**config.mk**
```make
export PLATFORM = sky130hd
export DESIGN_NAME = pnp_card_ctrl
export DESIGN_NICKNAME = d
export VERILOG_FILES = /design/src/rtl/pnp_card_ctrl.sv
export SDC_FILE = /design/constraint.sdc
export NUM_CORES = 1
export LEC_CHECK = 0
export BUFFER_PORTS_ARGS = -buffer_cell sky130_fd_sc_hd__buf_2
export CORE_MARGIN = 5
export CORE_UTILIZATION = 50
export CTS_CLUSTER_SIZE = 24
export DETAILED_ROUTE_END_ITERATION = 8
export PLACE_DENSITY = 0.76
export SYNTH_ARGS = -nofsm -noshare
export SYNTH_HDL_FRONTEND = slang
export SYNTH_SLANG_ARGS = --single-unit
export TNS_END_PERCENT = 10
```
**constraint.sdc**
```tcl
create_clock -name clk -period 2.45 [get_ports clk]
set_clock_uncertainty 0.15 [all_clocks]
set_input_delay 0.49 -clock clk [delete_from_list [all_inputs] [get_ports clk]]
set_output_delay 0.49 -clock clk [all_outputs]
set_load 0.01 [all_outputs]
```
**src/rtl/pnp_card_ctrl.sv**
```systemverilog
module pnp_card_ctrl #(
  parameter int ROM_DEPTH   = 16,
  parameter int BUSY_CYCLES = 3,
  parameter int NUM_LDN     = 4
) (
  input  logic       clk,
  input  logic       rst_n,
  input  logic       key_unlock,
  input  logic       addr_wr,
  input  logic       wdata_wr,
  input  logic       rd_en,
  input  logic [7:0] wdata,
  output logic [7:0] rdata,
  output logic [1:0] state_o,
  output logic [7:0] csn_o,
  output logic [9:0] rd_port_o,
  output logic       ldev_reset_o
);
  localparam int PTR_W = (ROM_DEPTH > 1) ? $clog2(ROM_DEPTH) : 1;
  localparam int CNT_W = $clog2(BUSY_CYCLES + 1);
  localparam int LDN_W = (NUM_LDN > 1) ? $clog2(NUM_LDN) : 1;

  typedef enum logic [1:0] {LOCKED = 2'd0, SLEEP = 2'd1, ISOL = 2'd2, CONF = 2'd3} st_t;

  st_t              st;
  logic [7:0]       idx, csn, port_q, rdata_q;
  logic [PTR_W-1:0] ptr;
  logic [CNT_W-1:0] cnt;
  logic [LDN_W-1:0] ldn;
  logic             ldev_q;

  wire unlocked  = (st != LOCKED);
  wire iso_cfg   = (st == ISOL) || (st == CONF);
  wire ready     = (cnt == '0);
  wire wr_hit    = wdata_wr && unlocked;
  wire wake_hit  = wr_hit && idx == 8'h03 && st == SLEEP && wdata == csn;
  wire take_byte = rd_en && st == CONF && idx == 8'h04 && ready;
  wire [7:0] rom_byte = 8'(ptr) * 8'd37 + 8'd90;

  logic [7:0] rd_val;
  always_comb begin
    rd_val = 8'h00;
    if (st == CONF) begin
      case (idx)
        8'h04:   rd_val = ready ? rom_byte : 8'h00;
        8'h05:   rd_val = {7'd0, ready};
        8'h06:   rd_val = csn;
        8'h07:   rd_val = 8'(ldn);
        default: rd_val = 8'h00;
      endcase
    end
  end

  always_ff @(posedge clk) begin
    if (!rst_n) begin
      st      <= LOCKED;
      idx     <= 8'h00;
      csn     <= 8'h00;
      port_q  <= 8'h00;
      rdata_q <= 8'h00;
      ptr     <= '0;
      cnt     <= '0;
      ldev_q  <= 1'b0;
    end else begin
      ldev_q <= 1'b0;
      if (!ready) cnt <= cnt - 1'b1;
      if (st == LOCKED && key_unlock) st <= SLEEP;
      if (addr_wr && unlocked) idx <= wdata;
      if (wr_hit) begin
        case (idx)
          8'h00: if (iso_cfg) port_q <= wdata;
          8'h02: begin
            ldev_q <= wdata[0];
            if (wdata[1]) st <= LOCKED;
            if (wdata[2]) csn <= 8'h00;
          end
          8'h06: if (iso_cfg) csn <= wdata;
          default: ;
        endcase
      end
      if (wake_hit) begin
        st  <= (wdata == 8'h00) ? ISOL : CONF;
        ptr <= '0;
        cnt <= '0;
      end
      if (rd_en) rdata_q <= rd_val;
      if (take_byte) begin
        ptr <= (ptr == PTR_W'(ROM_DEPTH - 1)) ? '0 : ptr + 1'b1;
        cnt <= CNT_W'(BUSY_CYCLES);
      end
    end
  end

  generate
    if (NUM_LDN > 1) begin : g_multi_ldn
      always_ff @(posedge clk) begin
        if (!rst_n) ldn <= '0;
        else if (wr_hit && idx == 8'h07 && iso_cfg && int'(wdata) < NUM_LDN)
          ldn <= LDN_W'(wdata);
      end
    end else begin : g_single_ldn
      assign ldn = '0;
    end
  endgenerate

  assign rdata        = rdata_q;
  assign state_o      = st;
  assign csn_o        = csn;
  assign rd_port_o    = {port_q, 2'b00};
  assign ldev_reset_o = ldev_q;

  AST_KEY_TO_SLEEP: assert property (@(posedge clk) disable iff (!rst_n)
    (st == LOCKED && key_unlock) |=> st == SLEEP);
  AST_LOCK_HOLDS: assert property (@(posedge clk) disable iff (!rst_n)
    (st == LOCKED && !key_unlock) |=> st == LOCKED && $stable(csn) && $stable(idx));
  AST_WAKE_MISMATCH: assert property (@(posedge clk) disable iff (!rst_n)
    (st == SLEEP && wdata_wr && idx == 8'h03 && wdata != csn && !(addr_wr)) |=> st == SLEEP);
  AST_CSN_CLEAR: assert property (@(posedge clk) disable iff (!rst_n)
    (wr_hit && idx == 8'h02 && wdata[2]) |=> csn == 8'h00);
  AST_BUSY_AFTER_READ: assert property (@(posedge clk) disable iff (!rst_n)
    take_byte |=> !ready);
  AST_WAKE_REWIND: assert property (@(posedge clk) disable iff (!rst_n)
    wake_hit |=> ptr == '0 && ready);
endmodule

```
# After elaboration in Yosys (flattened, before gate mapping)
# Cells that the tools add are included.
[word_totals]
ff_bits = 43
wordCells = 69
out_inout_bits = 29
[classes]
n_reduce_logical = 23
n_eq_ne = 14
addsub = 3
muxes = 18
n_mul = 1
order_cmp = 1
[op_table]
columns = ["cell", "count"]
rows = [
  ["$eq 8x3->1 const B", 4],
  ["$mux 8", 4],
  ["$pmux 8 s4", 1],
  ["$eq 8x2->1 const B", 2],
  ["$logic_not 8->1", 2],
  ["$mux 2", 8],
  ["$pmux 8 s2", 1],
  ["$logic_and 1x1->1", 12],
  ["$mux 4", 3],
  ["$add 8x7->8 const B", 1],
  ["$eq 8x8->1", 1],
  ["$lt 8x3->1 const B", 1],
  ["$mul 4x6->8 const B", 1],
  ["$reduce_and 3->1", 2],
  ["$reduce_bool 2->1", 3],
  ["$add 4x1->4 const B", 1],
  ["$eq 2x2->1 const B", 2],
  ["$eq 4x4->1 const B", 1],
  ["$logic_not 2->1", 2],
  ["$ne 2x2->1 const B", 2],
  ["$reduce_and 4->1", 1],
  ["$ne 3x1->1 const B", 1],
  ["$eq 2x1->1 const B", 1],
  ["$sub 2x1->2 const B", 1],
  ["2 further kinds", 2],
]

# Logic depth before layout (Yosys ltp)
# Gate-level depths: netlist of the first run.
[depth]
depth_word = 7
mapped_depth = 9

# Worst setup path after synthesis of the first run
# No wires, ideal clock.
[synth_path]
path_type = "reg2reg"
start = "register ptr[0]"
end = "register rdata_q[6], in the netlist rdata[6]"
path_buffers = 0
setup_time_ns = 0.071
arrival_time_ns = 2.334
required_time_ns = 2.229
setup_slack_ns = -0.104
stages_incl_launch_ff = 8
path_cell_list = "dfxtp_1 -> fa_1 -> ha_1 -> ha_1 -> nor4b_1 -> a221oi_1 -> a2111o_1 -> a21oi_1"
[synth_via]
elab_chain_cells = 5
[synth_lines]
columns = ["element", "line_no", "source"]
rows = [
  ["start, declared", "27", "logic [PTR_W-1:0] ptr;"],
  ["start signal, assigned", "88", "ptr <= (ptr == PTR_W'(ROM_DEPTH - 1)) ? '0 : ptr + 1'b1;"],
  ["$mul 4x6->8", "38", "wire [7:0] rom_byte = 8'(ptr) * 8'd37 + 8'd90;"],
  ["$add 8x7->8", "38", ""],
  ["$mux 8", "45", "8'h04: rd_val = ready ? rom_byte : 8'h00;"],
  ["$pmux 8 s4", "44", "case (idx)"],
  ["$mux 8", "43", "if (st == CONF) begin"],
  ["end signal, assigned", "86", "if (rd_en) rdata_q <= rd_val;"],
  ["end, declared", "26", "logic [7:0] idx, csn, port_q, rdata_q;"],
]
# Every way passes these cells.
# A chain may end at the register's enable or synchronous reset.

# Final worst setup path of the first run
[layout_path]
start = "register ptr[3]"
end = "register rdata_q[4], in the netlist rdata[4]"
# The elaborated chain is that of the path after synthesis.

==> metrics.json, run 1 <==
{
  "vdd_drop_max_v": 0.000372,
  "synth_simple_gate_area_frac": 0.200,
  "maxSlewViolCount": 0,
  "min_period_over_period": 1.03,
  "setup-tns-final_ns": -0.219,
  "dominant_combinational_cell_family_by_area_after_synthesis": "simple AND/OR/NAND/NOR gates",
  "power_report.internal_total_mw": 1.24,
  "share_of_yosys_cell_area_claimed_by_the_top_area_cell_type": 0.363,
  "finalHoldViolCount": 0,
  "num_vias": 2048,
  "synth_xor_area_frac": 0.0444,
  "largest_net_degree_at_the_start_of_global_routing": 18,
  "row_count": 25,
  "met2_usage": 0.360,
  "fin_ws_ns": -0.0848,
  "tightestPinTransition_ns": 0.707,
  "cellPowerDensity_mw_per_mm2": 578,
  "ant_nets": 0,
  "cp_slowest_cell": "sky130_fd_sc_hd__fa_1",
  "worstRegToRegCells": 8,
  "drc": 0,
  "synth_top_cells_by_count": "sky130_fd_sc_hd__dfxtp_1, sky130_fd_sc_hd__nor2_1, sky130_fd_sc_hd__mux2i_1",
  "failed_checks": "setup timing",
  "globalRoute.busiestLayer": "met2",
  "report.power.total_mw": 1.66,
  "clock_pin_transition_on_the_worst_setup_and_hold_timing_paths_ns": 0.09,
  "instance_count_of_the_mapped_netlist": 248,
  "fin_area_mm2": 0.00287,
  "min_period_ns": 2.53,
  "cp_cell_sequence": "inv_1 > ha_1 > ha_1 > ha_2 > fa_1 > a22oi_2 > or4_1 > a21oi_2",
  "timing.critical_path.from_type": "flop",
  "first_pass_grt_wire_length_um": 10300,
  "most_common_cell_in_the_synthesized_netlist": "sky130_fd_sc_hd__dfxtp_1",
  "maxClockFrequency_ghz": 0.395,
  "dominant_cell_type_by_area_after_synthesis": "sky130_fd_sc_hd__dfxtp_1",
  "antenna_violations_before_repair": 0,
  "floorplan.initialDensity": 0.508,
  "clkSinkCount": 43,
  "cts_buffers": 5,
  "hpwlAfterDp_um": 4550,
  "synth-edff-count": 0,
  "yosys_register_bits": 43,
  "timing.reg2reg.setup_slack_ns": -0.08,
  "full_die_area_mm2": 0.00621,
  "h-tree-depth": 2,
  "count_of_filler_cells_inserted_in_the_layout": 408,
  "worst_ep_required_time_ns": 2.54,
  "cp_slowest_stage_delay_ns": 0.51,
  "p_comb_frac": 0.161,
  "ctsHoldBuffers": 0,
  "clockRootBuffer": "sky130_fd_sc_hd__clkbuf_8",
  "run_status": "complete, but fails checks",
  "seq_power_share": 0.440,
  "holdCritStartpoint": "ldn[1]",
  "port_buffers": 40,
  "yosys_warnings": 0,
  "nets": 322,
  "grt_remaining_overflow": 0,
  "share_of_cells_above_drive_strength_1": 0.265,
  "detailed_routing_iterations_pass_1": 4,
  "compound_cell_area_share_of_the_yosys_netlist": 0.156,
  "layout-area-overhead-vs-synth_pct": 21.3,
  "crit-reg2reg-capture": "rdata[4]",
  "die_w_um": 78.8,
  "routedWlPerCell_um": 17.9,
  "cell_repeated_most_along_the_worst_path": "sky130_fd_sc_hd__ha_1",
  "vias_per_cell": 5.94,
  "power.static_leakage_nw": 1.33,
  "maximum_fanout_encountered_on_the_critical_timing_path": 3,
  "synth.mux.area_fraction": 0.0851,
  "number_of_global_route_vias_before_repair": 2072,
  "detailedRoute.firstIterationViolations": 161,
  "clock_latency_ns": 0.30,
  "ys.flop_type": "sky130_fd_sc_hd__dfxtp_1",
  "power.clock.fraction": 0.399,
  "timing.final.setup_violations": 3,
  "postPlaceCellArea_mm2": 0.00266,
  "syn_area_per_cell_um2": 9.55,
  "ys_seq_area_frac": 0.363,
  "ys_async_sr_fraction": 0,
  "drt-total-wl_um": 6160,
  "yosysUniqueCellTypes": 55,
  "worstReg2RegStart": "ptr[3]",
  "final.hold.worst_slack_ns": 0.317,
  "timing.setup.critical_path_class": "flop to flop",
  "use_met1": 0.261,
  "util_after_layout": 0.616,
  "ios": 43,
  "max_transition_margin": 0.526,
  "layoutNonFillerInstCount": 345,
  "post_synth_instance_area_mm2": 0.00237,
  "sw_frac_of_total": 0.253,
  "globalplace.congestion": 0.883,
  "worstHoldPathCells": 2,
  "timing.critical_path.max_delay_family": "adder cells",
  "critical_path_buf_inv_count": 1,
  "post_cts_buffers": 0,
  "whs_endpoint": "ldn[1]",
  "max-cap-violations": 0,
  "min_path_type": "flop to flop",
  "ant_diodes": 0,
  "clock_tree_from_tritoncts": "built",
  "signal_arrival_time_at_the_worst_endpoint_ns": 2.63,
  "total_switching_power_mw": 0.419,
  "synth-adder-area-share": 0.101,
  "detailedPlace.worstSlack_ns": -0.0844,
  "main_area_contributors_after_synthesis": "sky130_fd_sc_hd__dfxtp_1, sky130_fd_sc_hd__ha_1, sky130_fd_sc_hd__mux2i_1, sky130_fd_sc_hd__xor2_1, sky130_fd_sc_hd__nor2_1",
  "setup.worst_path.end_class": "flop",
  "die_height_um": 78.8,
  "coreArea_mm2": 0.00466,
  "clk_path_buf_depth": 2,
  "grt.met3_usage": 0.0488,
  "grt_use_total": 0.212,
  "rsz0062_at_grt": "yes",
  "placed_cells": 337
}
==> kinds of logic after synthesis <==
| logic type | after synthesis |
|---|---|
| simple gates | 80 |
| compound gates | 49 |
| flops | 43 |
| buf+inv | 25 |
| mux | 20 |
| fa+ha+maj | 18 |
| xor+xnor | 12 |
| other cells | 1 |
==> flip-flops by register name, indices dropped and copies added (netlist names) <==
signal and flops:
cnt 2, csn_o 8, idx 8, ldev_reset_o 1, ldn 2, port_q 8
ptr 4, rdata 8, state_o 2
==> final cells by class <==
type / instances / area, um^2 / share of cell area
Sequential cell: 43 / 867 / 0.302
Tap cell: 54 / 67.6 / 0.0235
Multi-Input combinational cell: 181 / 1500 / 0.521
Inverter: 9 / 33.8 / 0.0118
Timing Repair Buffer: 50 / 275 / 0.0958
Clock buffer: 6 / 72.6 / 0.0253
Clock inverter: 2 / 60.1 / 0.0209
==> timing repair <==
| action | 4_1_cts | 5_1_grt |
|---|---|---|
| pin swaps | 1 | 3 |
| resized for setup | 5 | 7 |
| setup endpoints to repair | 4 | 4 |
==> layer usage <==
| metal | vias to the layer above | routed length (um) | part of all wire |
|---|---|---|---|
| met2 | 86 | 3090 | 0.50 |
| met1 | 954 | 2520 | 0.41 |
| met4 | 0 | 132 | 0.021 |
| met5 | - | 0 | 0 |
| li1 | 996 | - | - |
| met3 | 12 | 418 | 0.068 |
==> power groups by stage <==
stage,Sequential (mW),Combinational (mW),Clock [mW]
6_report,0.730,0.267,0.663
2_1_floorplan,0.744,0.180,0
3_3_place_gp,0.747,0.241,0
3_5_place_dp,0.748,0.246,0
4_1_cts,0.732,0.251,0.677
5_1_grt,0.734,0.297,0.708
==> tightest hold or removal path, delay by kind of cell (launching register included) <==
kind	cells	cell delay, ns
flops	1	0.32
mux	1	0.05
simple gates	1	0.05
==> layout by cell type (no fill, tap or decap), types with 3 or more instances in the layout <==
master                       n
sky130_fd_sc_hd__dfxtp_1    40
sky130_fd_sc_hd__ha_4        4
sky130_fd_sc_hd__a21oi_2     3
sky130_fd_sc_hd__o2bb2ai_1   3
sky130_fd_sc_hd__nand2b_1    5
sky130_fd_sc_hd__nor2_1     22
sky130_fd_sc_hd__buf_4      10
sky130_fd_sc_hd__or4_1       4
sky130_fd_sc_hd__nand2_1    14
sky130_fd_sc_hd__nand3_1     4
sky130_fd_sc_hd__a22oi_1     4
sky130_fd_sc_hd__o31ai_1     3
sky130_fd_sc_hd__inv_1       9
sky130_fd_sc_hd__and4_1      3
sky130_fd_sc_hd__a22o_1      7
sky130_fd_sc_hd__xor2_1     10
sky130_fd_sc_hd__clkbuf_8    5
sky130_fd_sc_hd__nor2b_1     3
sky130_fd_sc_hd__ha_1       11
sky130_fd_sc_hd__a21oi_1     7
sky130_fd_sc_hd__nor3_1      6
sky130_fd_sc_hd__a31oi_1     3
sky130_fd_sc_hd__o41ai_1     3
sky130_fd_sc_hd__buf_2      40
sky130_fd_sc_hd__mux2i_1    19
==> how the worst max path moves through the flow <==
stage,startpoint,to,slack [ns],cells past startpoint
global route,ptr[3],rdata[4],-0.15,8
finish,ptr[3],rdata[4],-0.08,8
detailed placement,ptr[0],rdata[6],-0.08,7
CTS,ptr[0],rdata[6],-0.06,7
global placement,ptr[3],rdata[4],-0.03,8
floorplan,ptr[0],rdata[6],0.004,7
Note: power is estimated with default switching activity, not from simulation.
==> inputs of run 2 (changes only) <==
--- a/config.mk
+++ b/config.mk
@@ -10,7 +10,7 @@
 export CORE_UTILIZATION = 50
 export CTS_CLUSTER_SIZE = 24
 export DETAILED_ROUTE_END_ITERATION = 8
-export PLACE_DENSITY = 0.76
+export PLACE_DENSITY = 0.85
 export SYNTH_ARGS = -nofsm -noshare
 export SYNTH_HDL_FRONTEND = slang
 export SYNTH_SLANG_ARGS = --single-unit
==> metrics.json, run 2 (same netlist as run 1, synthesis figures left out) <==
{
  "p_comb_frac": 0.175,
  "signal_arrival_time_at_the_worst_endpoint_ns": 2.54,
  "ctsHoldBuffers": 0,
  "min_period_over_period": 1.00,
  "sw_frac_of_total": 0.275,
  "vdd_drop_max_v": 0.000386,
  "port_buffers": 40,
  "largest_net_degree_at_the_start_of_global_routing": 17,
  "detailedPlace.worstSlack_ns": -0.0947,
  "antenna_violations_before_repair": 0,
  "clock_tree_from_tritoncts": "built",
  "die_height_um": 78.8,
  "share_of_cells_above_drive_strength_1": 0.271,
  "register_area_um2": 865,
  "row_count": 25,
  "clk_path_buf_depth": 2,
  "post_cts_buffers": 0,
  "cellPowerDensity_mw_per_mm2": 524,
  "grt_use_total": 0.210,
  "power.clock.fraction": 0.337,
  "clock_pin_transition_on_the_worst_setup_and_hold_timing_paths_ns": 0.08,
  "worstHoldPathCells": 2,
  "min_period_ns": 2.46,
  "clkSinkCount": 43,
  "routedWlPerCell_um": 18.1,
  "num_vias": 2104,
  "h-tree-depth": 2,
  "multiInputGateArea_mm2": 0.00152,
  "rsz0062_at_grt": "yes",
  "maximum_fanout_encountered_on_the_critical_timing_path": 4,
  "util_after_layout": 0.615,
  "leading_cell_types_in_the_layout_fill_and_taps_excluded": "sky130_fd_sc_hd__dfxtp_1, sky130_fd_sc_hd__buf_2, sky130_fd_sc_hd__nor2_1, sky130_fd_sc_hd__mux2i_1, sky130_fd_sc_hd__nand2_1",
  "maxClockFrequency_ghz": 0.407,
  "worstRegToRegCells": 8,
  "finalHoldViolCount": 0,
  "vias_per_cell": 6.08,
  "full_die_area_mm2": 0.00621,
  "count_of_filler_cells_inserted_in_the_layout": 401,
  "ant_nets": 0,
  "seq_power_share": 0.488,
  "floorplan.initialDensity": 0.508,
  "maxSlewViolCount": 0,
  "layout-area-overhead-vs-synth_pct": 21.1,
  "first_pass_grt_wire_length_um": 10300,
  "min_path_type": "flop to flop",
  "timing.final.setup_violations": 1,
  "clock_latency_ns": 0.30,
  "cts_buffers": 5,
  "max-cap-violations": 0,
  "fin_ws_ns": -0.00743,
  "detailedRoute.firstIterationViolations": 251,
  "ios": 43,
  "drt-total-wl_um": 6270,
  "coreArea_mm2": 0.00466,
  "report.power.total_mw": 1.50,
  "setup.worst_path.end_class": "flop",
  "power.static_leakage_nw": 1.33,
  "globalplace.congestion": 0.904,
  "timing.setup.critical_path_class": "flop to flop",
  "hpwlAfterDp_um": 4700,
  "ant_diodes": 0,
  "nets": 323,
  "total_switching_power_mw": 0.413,
  "number_of_global_route_vias_before_repair": 2097,
  "timing.critical_path.from_type": "flop",
  "failed_checks": "setup timing",
  "drc": 0,
  "worst_ep_required_time_ns": 2.53,
  "clockRootBuffer": "sky130_fd_sc_hd__clkbuf_8",
  "die_w_um": 78.8,
  "run_status": "complete, but fails checks",
  "detailed_routing_iterations_pass_1": 4,
  "grt_remaining_overflow": 0,
  "max_transition_margin": 0.553,
  "power_report.internal_total_mw": 1.09,
  "tightestPinTransition_ns": 0.667
}
[run 2: layout make-up]
class	count	area share
Clock buffer	7	0.0336
Clock inverter	1	0.00262
Inverter	9	0.0118
Multi-Input combinational cell	181	0.528
Sequential cell	43	0.301
Tap cell	54	0.0236
Timing Repair Buffer	51	0.0986
[run 2: critical path, cell delays in order (launching register included)]
cell                      delay [ns]
sky130_fd_sc_hd__dfxtp_2        0.35
sky130_fd_sc_hd__buf_4          0.14
sky130_fd_sc_hd__ha_1           0.18
sky130_fd_sc_hd__ha_1           0.30
sky130_fd_sc_hd__ha_2           0.19
sky130_fd_sc_hd__fa_1           0.48
sky130_fd_sc_hd__a22oi_1        0.06
sky130_fd_sc_hd__or4_1          0.42
sky130_fd_sc_hd__a21oi_1        0.13
[run 2: power groups by stage]
stage                     sequential, mW  clock, mW  combinational [mW]
after floorplan                    0.744          0               0.180
after global placement             0.748          0               0.232
after detailed placement           0.749          0               0.242
after CTS                          0.733      0.512               0.262
after global routing               0.736      0.540               0.290
final                              0.733      0.507               0.263
[run 2: path summary, 6_finish.rpt]
path,end,slack [ns],from
hold reg to reg,rdata[0],0.31,rdata[0]
hold / removal,rdata[0],0.31,rdata[0]
setup reg to reg,rdata[4],-0.007,ptr[2]
setup / recovery,rdata[4],-0.007,ptr[2]
[run 2: metal layers]
layer	GRT usage	part of all wire	up-vias
met1	0.252	0.40	1005
met2	0.368	0.51	82
li1	-	-	998
met5	0	0	-
met4	0.0842	0.023	0
met3	0.0397	0.063	19
[run 2: metrics by stage]
stage	hold WS, ns	instances	cell area [um^2]	TNS (ns)
3_3_place_gp	0.295	338	2670	-0.0550
5_1_grt	0.325	346	2870	-0.204
6_report	0.309	346	2870	-0.00743
4_1_cts	0.312	346	2850	0
3_5_place_dp	0.289	338	2670	-0.253
2_1_floorplan	0.285	249	2390	0
[run 2: repair_timing]
item                                    4_1_cts  5_1_grt
gates resized for setup                       9        2
endpoints found under the setup margin        4        4
pin swaps                                     6        0
==> inputs of run 3 (changes only) <==
--- a/config.mk
+++ b/config.mk
@@ -11,6 +11,7 @@
 export CTS_CLUSTER_SIZE = 24
 export DETAILED_ROUTE_END_ITERATION = 8
 export PLACE_DENSITY = 0.85
+export SETUP_SLACK_MARGIN = 0.5
 export SYNTH_ARGS = -nofsm -noshare
 export SYNTH_HDL_FRONTEND = slang
 export SYNTH_SLANG_ARGS = --single-unit
==> metrics.json, run 3 (same netlist as run 1, synthesis figures left out) <==
{
  "ant_nets": 0,
  "globalplace.congestion": 0.890,
  "clk_path_buf_depth": 2,
  "clock_pin_transition_on_the_worst_setup_and_hold_timing_paths_ns": 0.09,
  "min_period_over_period": 1.03,
  "first_pass_grt_wire_length_um": 10500,
  "placed_cells": 338,
  "cp_slowest_cell": "sky130_fd_sc_hd__fa_1",
  "h-tree-depth": 2,
  "fin_area_mm2": 0.00294,
  "run_status": "complete, but fails checks",
  "full_die_area_mm2": 0.00621,
  "tightestPinTransition_ns": 0.613,
  "clock_latency_ns": 0.30,
  "grt_remaining_overflow": 0,
  "clock_tree_from_tritoncts": "built",
  "cts_buffers": 5,
  "power.static_leakage_nw": 1.34,
  "multiInputGateArea_mm2": 0.00158,
  "ctsHoldBuffers": 0,
  "min_path_type": "flop to flop",
  "die_height_um": 78.8,
  "vdd_drop_max_v": 0.000338,
  "cell_repeated_most_along_the_worst_path": "sky130_fd_sc_hd__ha_4",
  "floorplan.initialDensity": 0.508,
  "detailedRoute.firstIterationViolations": 282,
  "routedWlPerCell_um": 18.3,
  "port_buffers": 40,
  "vias_per_cell": 5.99,
  "die_w_um": 78.8,
  "cellPowerDensity_mw_per_mm2": 502,
  "detailed_routing_iterations_pass_1": 4,
  "fin_ws_ns": -0.0787,
  "cp_slowest_stage_delay_ns": 0.58,
  "nets": 325,
  "leading_cell_types_in_the_layout_fill_and_taps_excluded": "sky130_fd_sc_hd__buf_2, sky130_fd_sc_hd__dfxtp_1, sky130_fd_sc_hd__nor2_1, sky130_fd_sc_hd__mux2i_1, sky130_fd_sc_hd__nand2_1",
  "setup.worst_path.end_class": "flop",
  "share_of_cells_above_drive_strength_1": 0.306,
  "maxSlewViolCount": 0,
  "maximum_fanout_encountered_on_the_critical_timing_path": 3,
  "timing.reg2reg.setup_slack_ns": -0.08,
  "largest_net_degree_at_the_start_of_global_routing": 19,
  "number_of_global_route_vias_before_repair": 2092,
  "timing.setup.critical_path_class": "flop to flop",
  "num_vias": 2084,
  "layout-area-overhead-vs-synth_pct": 24.2,
  "critical_path_buf_inv_count": 0,
  "timing.critical_path.max_delay_family": "adder cells",
  "layout.cells.most_common": "sky130_fd_sc_hd__buf_2",
  "timing.critical_path.from_type": "flop",
  "min_period_ns": 2.53,
  "rsz0062_at_grt": "yes",
  "postPlaceCellArea_mm2": 0.00270,
  "register_area_um2": 871,
  "maxClockFrequency_ghz": 0.395,
  "report.power.total_mw": 1.48,
  "finalHoldViolCount": 0,
  "max_transition_margin": 0.591,
  "clkSinkCount": 43,
  "final.hold.worst_slack_ns": 0.317,
  "drc": 0,
  "count_of_filler_cells_inserted_in_the_layout": 366,
  "grt_use_total": 0.215,
  "signal_arrival_time_at_the_worst_endpoint_ns": 2.61,
  "cp_cell_sequence": "fa_1 > ha_4 > ha_4 > nor4b_4 > a221oi_2 > a2111o_1 > a21oi_2",
  "drt-total-wl_um": 6360,
  "ios": 43,
  "timing.final.setup_violations": 1,
  "worst_ep_required_time_ns": 2.53,
  "coreArea_mm2": 0.00466,
  "hpwlAfterDp_um": 4640,
  "row_count": 25,
  "ant_diodes": 0,
  "layoutNonFillerInstCount": 348,
  "clockRootBuffer": "sky130_fd_sc_hd__clkbuf_8",
  "antenna_violations_before_repair": 0,
  "failed_checks": "setup timing",
  "max-cap-violations": 0
}
[run 3: worst paths after layout]
kind,startpoint,to,cells after the start
worst min register to register,ldn[1],ldn[1],2
worst min-delay path,ldn[1],ldn[1],2
worst max-delay path,ptr[3],rdata[6],7
worst max register to register,ptr[3],rdata[6],7
[run 3: per-stage QoR]
stage / setup TNS [ns] / utilization / setup WS [ns]
after floorplan: 0 / - / 0.0500
after detailed placement: -0.135 / 0.578 / -0.0759
after CTS: -0.117 / 0.619 / -0.0617
final: -0.0787 / 0.631 / -0.0787
after global routing: -0.276 / 0.631 / -0.165
after global placement: 0 / 0.578 / 0.0124
[run 3: where the power goes]
part	total [mW]	switching, mW	internal, mW
clock network	0.474	0.270	0.204
registers	0.730	0.0165	0.714
logic	0.273	0.148	0.126
[run 3: what timing repair did]
action | CTS | global route
gates resized for setup | 12 | 9
setup buffers | 2 | 0
pin swaps | 11 | 12
setup endpoints to repair | 14 | 24
[run 3: worst min-delay path, stage by stage (launching register included)]
cell                      delay (ns)
sky130_fd_sc_hd__dfxtp_1        0.32
sky130_fd_sc_hd__nand2_1        0.05
sky130_fd_sc_hd__mux2i_1        0.05
[run 3: cell type report]
type	instances	area share
sequential	43	0.296
clock buffer	5	0.0234
timing repair buffer	53	0.101
multi-input combinational	181	0.536
tap	54	0.0230
inverter	9	0.0123
clock inverter	3	0.00851
[run 3: per-layer routing]
metal / wire length, um / share of wire / global-route usage / vias up
met4: 107 / 0.017 / 0.0653 / 0
met2: 3160 / 0.50 / 0.362 / 69
met1: 2730 / 0.43 / 0.273 / 1003
met3: 361 / 0.057 / 0.0522 / 14
li1: - / - / - / 998
met5: 0 / 0 / 0 / -
